==> src/rtl/lvds_pack_pkg.sv <==
// Shared constants and encodings for the flat-panel pixel packer.
// Assumes components arrive MSB-aligned in a 10-bit field.
package lvds_pack_pkg;
    localparam int COMP_W     = 10;
    localparam int CORE_W     = 6;
    localparam int EXT_W      = 2;
    localparam int LANE_W     = 7;
    localparam int NUM_LANES  = 5;
    localparam int NUM_COMP   = 3;
    localparam logic [LANE_W-1:0] CLK_PATTERN = 7'b1100011;

    typedef enum logic [1:0] {
        DEPTH_6  = 2'd0,
        DEPTH_8  = 2'd1,
        DEPTH_10 = 2'd2,
        DEPTH_RSV = 2'd3
    } depth_e;

    typedef enum logic {
        MAP_HI_LOW = 1'b0,
        MAP_LO_LOW = 1'b1
    } map_e;

    typedef enum logic [1:0] {
        USR_ZERO    = 2'd0,
        USR_ONE     = 2'd1,
        USR_PIN     = 2'd2,
        USR_PIN_INV = 2'd3
    } usr_sel_e;

    // Lane enable mask for a given depth code; reserved code acts as 6-bit.
    function automatic logic [NUM_LANES-1:0] lanes_for(input logic [1:0] d);
        case (d)
            DEPTH_8:  return 5'b01111;
            DEPTH_10: return 5'b11111;
            default:  return 5'b00111;
        endcase
    endfunction
endpackage

==> src/rtl/lvds_comp_slicer.sv <==
// Splits one MSB-aligned component into a 6-bit core slice and two 2-bit
// extension pairs according to depth and mapping convention.
// Assumes COMP_W is 10 (6/8/10 bit depths). Combinational.
module lvds_comp_slicer
    import lvds_pack_pkg::*;
#(
    parameter int CW = COMP_W
) (
    input  logic [CW-1:0]     comp,
    input  logic [1:0]        depth,
    input  logic              map_sel,
    output logic [CORE_W-1:0] core,
    output logic [EXT_W-1:0]  ext3,
    output logic [EXT_W-1:0]  ext4
);
    localparam int TOP = CW - 1;

    // Choose core and extension bits for the active convention and depth.
    always_comb begin
        core = comp[TOP -: CORE_W];
        ext3 = '0;
        ext4 = '0;
        if (map_sel == MAP_HI_LOW) begin
            if (depth == DEPTH_8 || depth == DEPTH_10)
                ext3 = comp[TOP-CORE_W -: EXT_W];
            if (depth == DEPTH_10)
                ext4 = comp[TOP-CORE_W-EXT_W -: EXT_W];
        end else begin
            case (depth)
                DEPTH_8: begin
                    core = comp[TOP-EXT_W -: CORE_W];
                    ext3 = comp[TOP -: EXT_W];
                end
                DEPTH_10: begin
                    core = comp[TOP-2*EXT_W -: CORE_W];
                    ext3 = comp[TOP-EXT_W -: EXT_W];
                    ext4 = comp[TOP -: EXT_W];
                end
                default: ;
            endcase
        end
    end
endmodule

==> src/rtl/lvds_ctrl_select.sv <==
// Normalises data-enable to active-high and resolves the two user control
// bits from their 2-bit source selects. Combinational.
module lvds_ctrl_select
    import lvds_pack_pkg::*;
#(
    parameter int NUM_USR = 2
) (
    input  logic                 de_in,
    input  logic                 de_pol,
    input  logic [NUM_USR-1:0]   usr_pin,
    input  logic [2*NUM_USR-1:0] usr_sel,
    output logic                 de_act,
    output logic [NUM_USR-1:0]   usr_bit
);
    // Active when the pin level matches the programmed active level.
    always_comb de_act = (de_in == de_pol);

    for (genvar u = 0; u < NUM_USR; u++) begin : g_usr
        // Pick one of four sources for this user bit.
        always_comb begin
            case (usr_sel[2*u +: 2])
                USR_ZERO:    usr_bit[u] = 1'b0;
                USR_ONE:     usr_bit[u] = 1'b1;
                USR_PIN:     usr_bit[u] = usr_pin[u];
                default:     usr_bit[u] = ~usr_pin[u];
            endcase
        end
    end
endmodule

==> src/rtl/lvds_lane_assemble.sv <==
// Places component slices, sync, data-enable and user bits into five
// 7-bit lane words and derives the lane-enable mask. Combinational.
module lvds_lane_assemble
    import lvds_pack_pkg::*;
#(
    parameter int LW = LANE_W,
    parameter int NL = NUM_LANES
) (
    input  logic [NUM_COMP*CORE_W-1:0] core_all,
    input  logic [NUM_COMP*EXT_W-1:0]  ext3_all,
    input  logic [NUM_COMP*EXT_W-1:0]  ext4_all,
    input  logic                       hs,
    input  logic                       vs,
    input  logic                       de_act,
    input  logic [1:0]                 usr_bit,
    input  logic [1:0]                 depth,
    output logic [NL*LW-1:0]           lanes,
    output logic [NL-1:0]              lane_mask
);
    localparam int CORE_ALL = NUM_COMP * CORE_W;

    // Core bits stream across lanes 0..2, controls fill the top of lane 2.
    always_comb begin
        lanes = '0;
        lanes[CORE_ALL-1:0]         = core_all;
        lanes[2*LW+4]               = hs;
        lanes[2*LW+5]               = vs;
        lanes[2*LW+6]               = de_act;
        lanes[3*LW +: NUM_COMP*EXT_W] = ext3_all;
        lanes[3*LW+6]               = usr_bit[0];
        lanes[4*LW +: NUM_COMP*EXT_W] = ext4_all;
        lanes[4*LW+6]               = usr_bit[1];
    end

    // Lane count follows the colour depth.
    always_comb lane_mask = lanes_for(depth);
endmodule

==> src/rtl/lvds_lane_reg.sv <==
// Output register stage: one clock of latency, disabled lanes forced to
// zero, clock lane held at its fixed pattern. Synchronous active-low reset.
module lvds_lane_reg
    import lvds_pack_pkg::*;
#(
    parameter int LW = LANE_W,
    parameter int NL = NUM_LANES
) (
    input  logic             clk,
    input  logic             rst_n,
    input  logic [NL*LW-1:0] lanes_d,
    input  logic [NL-1:0]    mask_d,
    output logic [NL*LW-1:0] lanes_q,
    output logic [NL-1:0]    mask_q,
    output logic [LW-1:0]    clk_q
);
    for (genvar l = 0; l < NL; l++) begin : g_lane
        // Register one lane word, zero when the lane is off.
        always_ff @(posedge clk) begin
            if (!rst_n) begin
                lanes_q[l*LW +: LW] <= '0;
                mask_q[l]           <= 1'b0;
            end else begin
                lanes_q[l*LW +: LW] <= mask_d[l] ? lanes_d[l*LW +: LW] : '0;
                mask_q[l]           <= mask_d[l];
            end
        end
    end

    // Clock lane pattern, reloaded on every edge.
    always_ff @(posedge clk) begin
        clk_q <= CLK_PATTERN;
    end
endmodule

==> src/rtl/lvds_pixel_packer.sv <==
// Top of the flat-panel pixel packer. Takes one pixel per clock and emits
// five 7-bit lane words one clock later. Assumes a single pixel clock and
// that configuration inputs are quasi-static relative to the pixel stream.
module lvds_pixel_packer
    import lvds_pack_pkg::*;
#(
    parameter int CW = COMP_W,
    parameter int LW = LANE_W,
    parameter int NL = NUM_LANES
) (
    input  logic             clk,
    input  logic             rst_n,
    input  logic [CW-1:0]    pix_r,
    input  logic [CW-1:0]    pix_g,
    input  logic [CW-1:0]    pix_b,
    input  logic             pix_hs,
    input  logic             pix_vs,
    input  logic             pix_de,
    input  logic             usr_a,
    input  logic             usr_b,
    input  logic [1:0]       cfg_depth,
    input  logic             cfg_map,
    input  logic             cfg_de_pol,
    input  logic [1:0]       cfg_usr_a_sel,
    input  logic [1:0]       cfg_usr_b_sel,
    output logic [NL*LW-1:0] lane_data,
    output logic [NL-1:0]    lane_en,
    output logic [LW-1:0]    clk_lane
);
    logic [NUM_COMP*CW-1:0]     comp_all;
    logic [NUM_COMP*CORE_W-1:0] core_all;
    logic [NUM_COMP*EXT_W-1:0]  ext3_all;
    logic [NUM_COMP*EXT_W-1:0]  ext4_all;
    logic                       de_act;
    logic [1:0]                 usr_bit;
    logic [NL*LW-1:0]           lanes_d;
    logic [NL-1:0]              mask_d;

    // Gather components in lane order: red first.
    always_comb comp_all = {pix_b, pix_g, pix_r};

    for (genvar c = 0; c < NUM_COMP; c++) begin : g_comp
        lvds_comp_slicer #(.CW(CW)) i_slice (
            .comp    (comp_all[c*CW +: CW]),
            .depth   (cfg_depth),
            .map_sel (cfg_map),
            .core    (core_all[c*CORE_W +: CORE_W]),
            .ext3    (ext3_all[c*EXT_W +: EXT_W]),
            .ext4    (ext4_all[c*EXT_W +: EXT_W])
        );
    end

    lvds_ctrl_select #(.NUM_USR(2)) i_ctrl (
        .de_in   (pix_de),
        .de_pol  (cfg_de_pol),
        .usr_pin ({usr_b, usr_a}),
        .usr_sel ({cfg_usr_b_sel, cfg_usr_a_sel}),
        .de_act  (de_act),
        .usr_bit (usr_bit)
    );

    lvds_lane_assemble #(.LW(LW), .NL(NL)) i_asm (
        .core_all  (core_all),
        .ext3_all  (ext3_all),
        .ext4_all  (ext4_all),
        .hs        (pix_hs),
        .vs        (pix_vs),
        .de_act    (de_act),
        .usr_bit   (usr_bit),
        .depth     (cfg_depth),
        .lanes     (lanes_d),
        .lane_mask (mask_d)
    );

    lvds_lane_reg #(.LW(LW), .NL(NL)) i_reg (
        .clk     (clk),
        .rst_n   (rst_n),
        .lanes_d (lanes_d),
        .mask_d  (mask_d),
        .lanes_q (lane_data),
        .mask_q  (lane_en),
        .clk_q   (clk_lane)
    );
endmodule

==> config.mk <==
export PLATFORM = sky130hd
export DESIGN_NAME = lvds_pixel_packer
export DESIGN_NICKNAME = d
export VERILOG_FILES = /design/src/rtl/lvds_pack_pkg.sv /design/src/rtl/lvds_comp_slicer.sv /design/src/rtl/lvds_ctrl_select.sv /design/src/rtl/lvds_lane_assemble.sv /design/src/rtl/lvds_lane_reg.sv /design/src/rtl/lvds_pixel_packer.sv
export SDC_FILE = /design/constraint.sdc
export NUM_CORES = 1
export LEC_CHECK = 0
export ABC_CLOCK_PERIOD_IN_PS = 1550
export BUFFER_PORTS_ARGS = -buffer_cell sky130_fd_sc_hd__buf_4
export CAP_MARGIN = 15
export CORE_ASPECT_RATIO = 0.9
export CORE_MARGIN = 4
export CORE_UTILIZATION = 35
export CTS_CLUSTER_DIAMETER = 30
export DETAILED_ROUTE_END_ITERATION = 8
export GPL_ROUTABILITY_DRIVEN = 0
export PLACE_DENSITY = 0.76
export SLEW_MARGIN = 20
export SYNTH_ARGS = -nofsm -noshare
export SYNTH_HDL_FRONTEND = slang
export SYNTH_SLANG_ARGS = --single-unit
==> constraint.sdc <==
create_clock -name clk -period 1.55 [get_ports clk]
set_input_delay 0.31 -clock clk [delete_from_list [all_inputs] [get_ports clk]]
set_output_delay 0.31 -clock clk [all_outputs]
set_load 0.05 [all_outputs]
==> impl_metrics.yaml <==
outcome:
  outcome: "finished, final reports clean"
clock_network:
  post-cts-setup-buffer-count: 0
  clock_path_buffers: 2
  numCtsBuffers: 5
  path_clk_slew_ps: 70
  h-tree-depth: 2
  cell_at_the_root_of_the_clock_tree: "sky130_fd_sc_hd__clkbuf_8"
  clock_sinks: 38
  post_cts_resized: 0
  cts_hold_repair.buffers: 0
  cts_tree: "yes"
grt:
  grt_pass1_vias: 1460
  grt_start_max_net_pins: 25
  antenna_violations_before_repair: 0
  grt_overflow: 0
  grt_first_pass_wirelength_um: 6650
  groute.usage.overall: 0.149
die:
  initial_utilization: 0.360
  die-area_um2: 5700
  die_width_um: 79.1
  die_h_um: 72.0
  core_area_um2: 4430
  floorplan.io_pins: 92
  rows: 23
route:
  postRouteAntennaNets: 0
  routed_wire_length_per_instance_um: 13.6
  detail_route.wirelength_um: 4220
  drt_first_iter_violations: 45
  number_of_remaining_drc_errors: 0
  first_pass_iters: 4
  detailroute.via_count: 1498
  vias_per_cell: 4.83
synthesis:
  number_of_library_cell_types_mapped_by_synthesis: 24
  main_combinational_cell_family_by_area_after_synthesis: "compound AO/OA/AOI/OAI gates"
  post_synth_xor_area_fraction: 0.0165
  synth-adder-area-share: 0.0235
  synth_sequential_area_ratio: 0.477
  synth_simple_gate_area_share: 0.115
  synth_area_um2: 1590
  ys_seq_elements: 38
  muxShareOfSynthArea: 0.0377
  synth_area_per_cell_um2: 9.55
  synthesis.instances: 167
  compound_cell_area_share_of_the_yosys_netlist: 0.214
  synthesis.yosys.warnings: 0
layout:
  final_net_count: 295
  drive_above_1_share: 0.403
  multi_input_comb_area_um2: 676
  seq_area_um2: 761
  antenna_cells_inserted: 0
  flow.area_growth_from_synthesis_pct: 44.6
  layout.filler_cells: 448
  final_cell_mix: "sky130_fd_sc_hd__buf_4, sky130_fd_sc_hd__dfxtp_1, sky130_fd_sc_hd__nor2_1, sky130_fd_sc_hd__a221oi_1, sky130_fd_sc_hd__o21ai_1"
  most_common_cell_after_layout_fill_and_taps_aside: "sky130_fd_sc_hd__buf_4"
worst_setup_path:
  critical_path.max_stage_delay_ps: 310
  timing_worst_setup_path_type: "in2reg"
  critical_path.cell_chain: "buf_4 -> inv_1 -> ha_1 -> nand2b_1 -> buf_4 -> a221oi_1 -> nor2_1"
  crit_path_frequent_cell: "sky130_fd_sc_hd__buf_4"
  critical_path.slowest_cell: "sky130_fd_sc_hd__ha_1"
  worst_setup_path_start_kind: "input port"
  worst-endpoint-arrival_ps: 1390
  critPathMaxFanout: 9
  worstPathRequired_ps: 1710
  crit_path_end_kind: "flip-flop"
min_path:
  worstHoldPathCells: 2
  worst_hold_start: "pix_hs"
  min_delay_path_class: "in2reg"
  worstHoldEndpoint: "i_reg.lanes_q[18]"
power_and_ir_drop:
  power_density_over_cell_area_nw_per_um2: 1050
  peakVddDrop_v: 0.000408
  static-leakage-power_nw: 1.09
timing:
  setup-violations-final: 0
  unrepaired_setup_endpoints_after_global_routing: "no"
  setup_tns_ps: 0
  finalWorstPathRequiredPeriod_ps: 1230
  timing.final.max_slew_violations: 0
  achievable-frequency_ghz: 0.816
  holdWs_ps: 237
  total_count_of_hold_check_failures_in_the_final_report: 0
  final_min_period_over_clock_period: 0.790
placed_design:
  place.port_buffers: 84
  detailedPlacementHpwl_um: 3140
job:
  maxCapViolCount: 0
[sequential cells by signal, indices dropped and copies added (netlist names)]
signal         count
i_reg.lanes_q     35
i_reg.mask_q       3
[routing by layer]
metal  track usage  vias up  wire [um]
met1         0.179      689       1860
met2         0.252       69       1970
met4        0.0592        0         53
li1              -      733          -
met3        0.0422        7        328
met5             0        -          0
[critical path: cells and delay by family]
kind	cells	cell delay, ps
AO/OA/AOI/OAI	1	220
adder cells (fa/ha/maj)	1	310
buffers and inverters	3	300
AND/OR/NAND/NOR	2	240
[power breakdown]
group	internal [W]	switching, W
Combinational	0.000235	0.000438
Sequential	0.00104	0.0000180
Clock	0.000359	0.000323
[logic make-up (layout without fill, tap and decap cells)]
family,after synthesis,count (layout)
muxes,6,6
and+or+nand+nor,42,42
other,2,7
adders and majority gates,3,3
DFF,38,38
buffers and inverters,25,101
AOI/OAI and AO/OA,48,48
xor gates and xnor gates,3,3
[synthesized netlist by cell type (all sizes together)]
library cell  number  area share
xnor2              2       0.011
o21ai             18       0.059
a22oi              6       0.028
nor2              31       0.073
xor2               1      0.0055
a221oi            18       0.099
nand2              3      0.0071
mux2i              6       0.038
buf               19       0.097
and2               5       0.020
conb               2      0.0047
nand2b             2      0.0094
clkbuf             3      0.0071
and2b              1      0.0063
inv                3      0.0071
a211oi             6       0.028
dfxtp             38        0.48
ha                 3       0.024
[worst max path at each step]
| stage | startpoint | to | cells past startpoint |
|---|---|---|---|
| final | cfg_depth[0] | i_reg.lanes_q[6] | 7 |
| after global routing | cfg_depth[0] | i_reg.lanes_q[11] | 7 |
| after CTS | cfg_depth[0] | i_reg.lanes_q[12] | 7 |
| after detailed placement | cfg_depth[0] | i_reg.lanes_q[12] | 7 |
| after global placement | cfg_depth[0] | i_reg.lanes_q[3] | 7 |
| after floorplan | cfg_depth[0] | i_reg.lanes_q[10] | 7 |
[stage by stage]
stage | instance area [um2] | instances | worst slack, ps | power, W | util
floorplan | 1610 | 172 | 136 | 0.00153 | -
global placement | 2210 | 302 | 43.8 | 0.00175 | 0.499
detailed placement | 2210 | 302 | 25.3 | 0.00175 | 0.499
CTS | 2300 | 310 | 319 | 0.00243 | 0.520
global route | 2300 | 310 | 201 | 0.00253 | 0.520
finish | 2300 | 310 | 325 | 0.00241 | 0.520
[cell type report]
class,count,share of cell area
clock inverter,1,0.00217
timing repair buffer,90,0.299
clock buffer,7,0.0375
tap,62,0.0337
sequential,38,0.330
inverter,3,0.00489
multi-input combinational,109,0.293
Power figures use the tool's default switching activity.
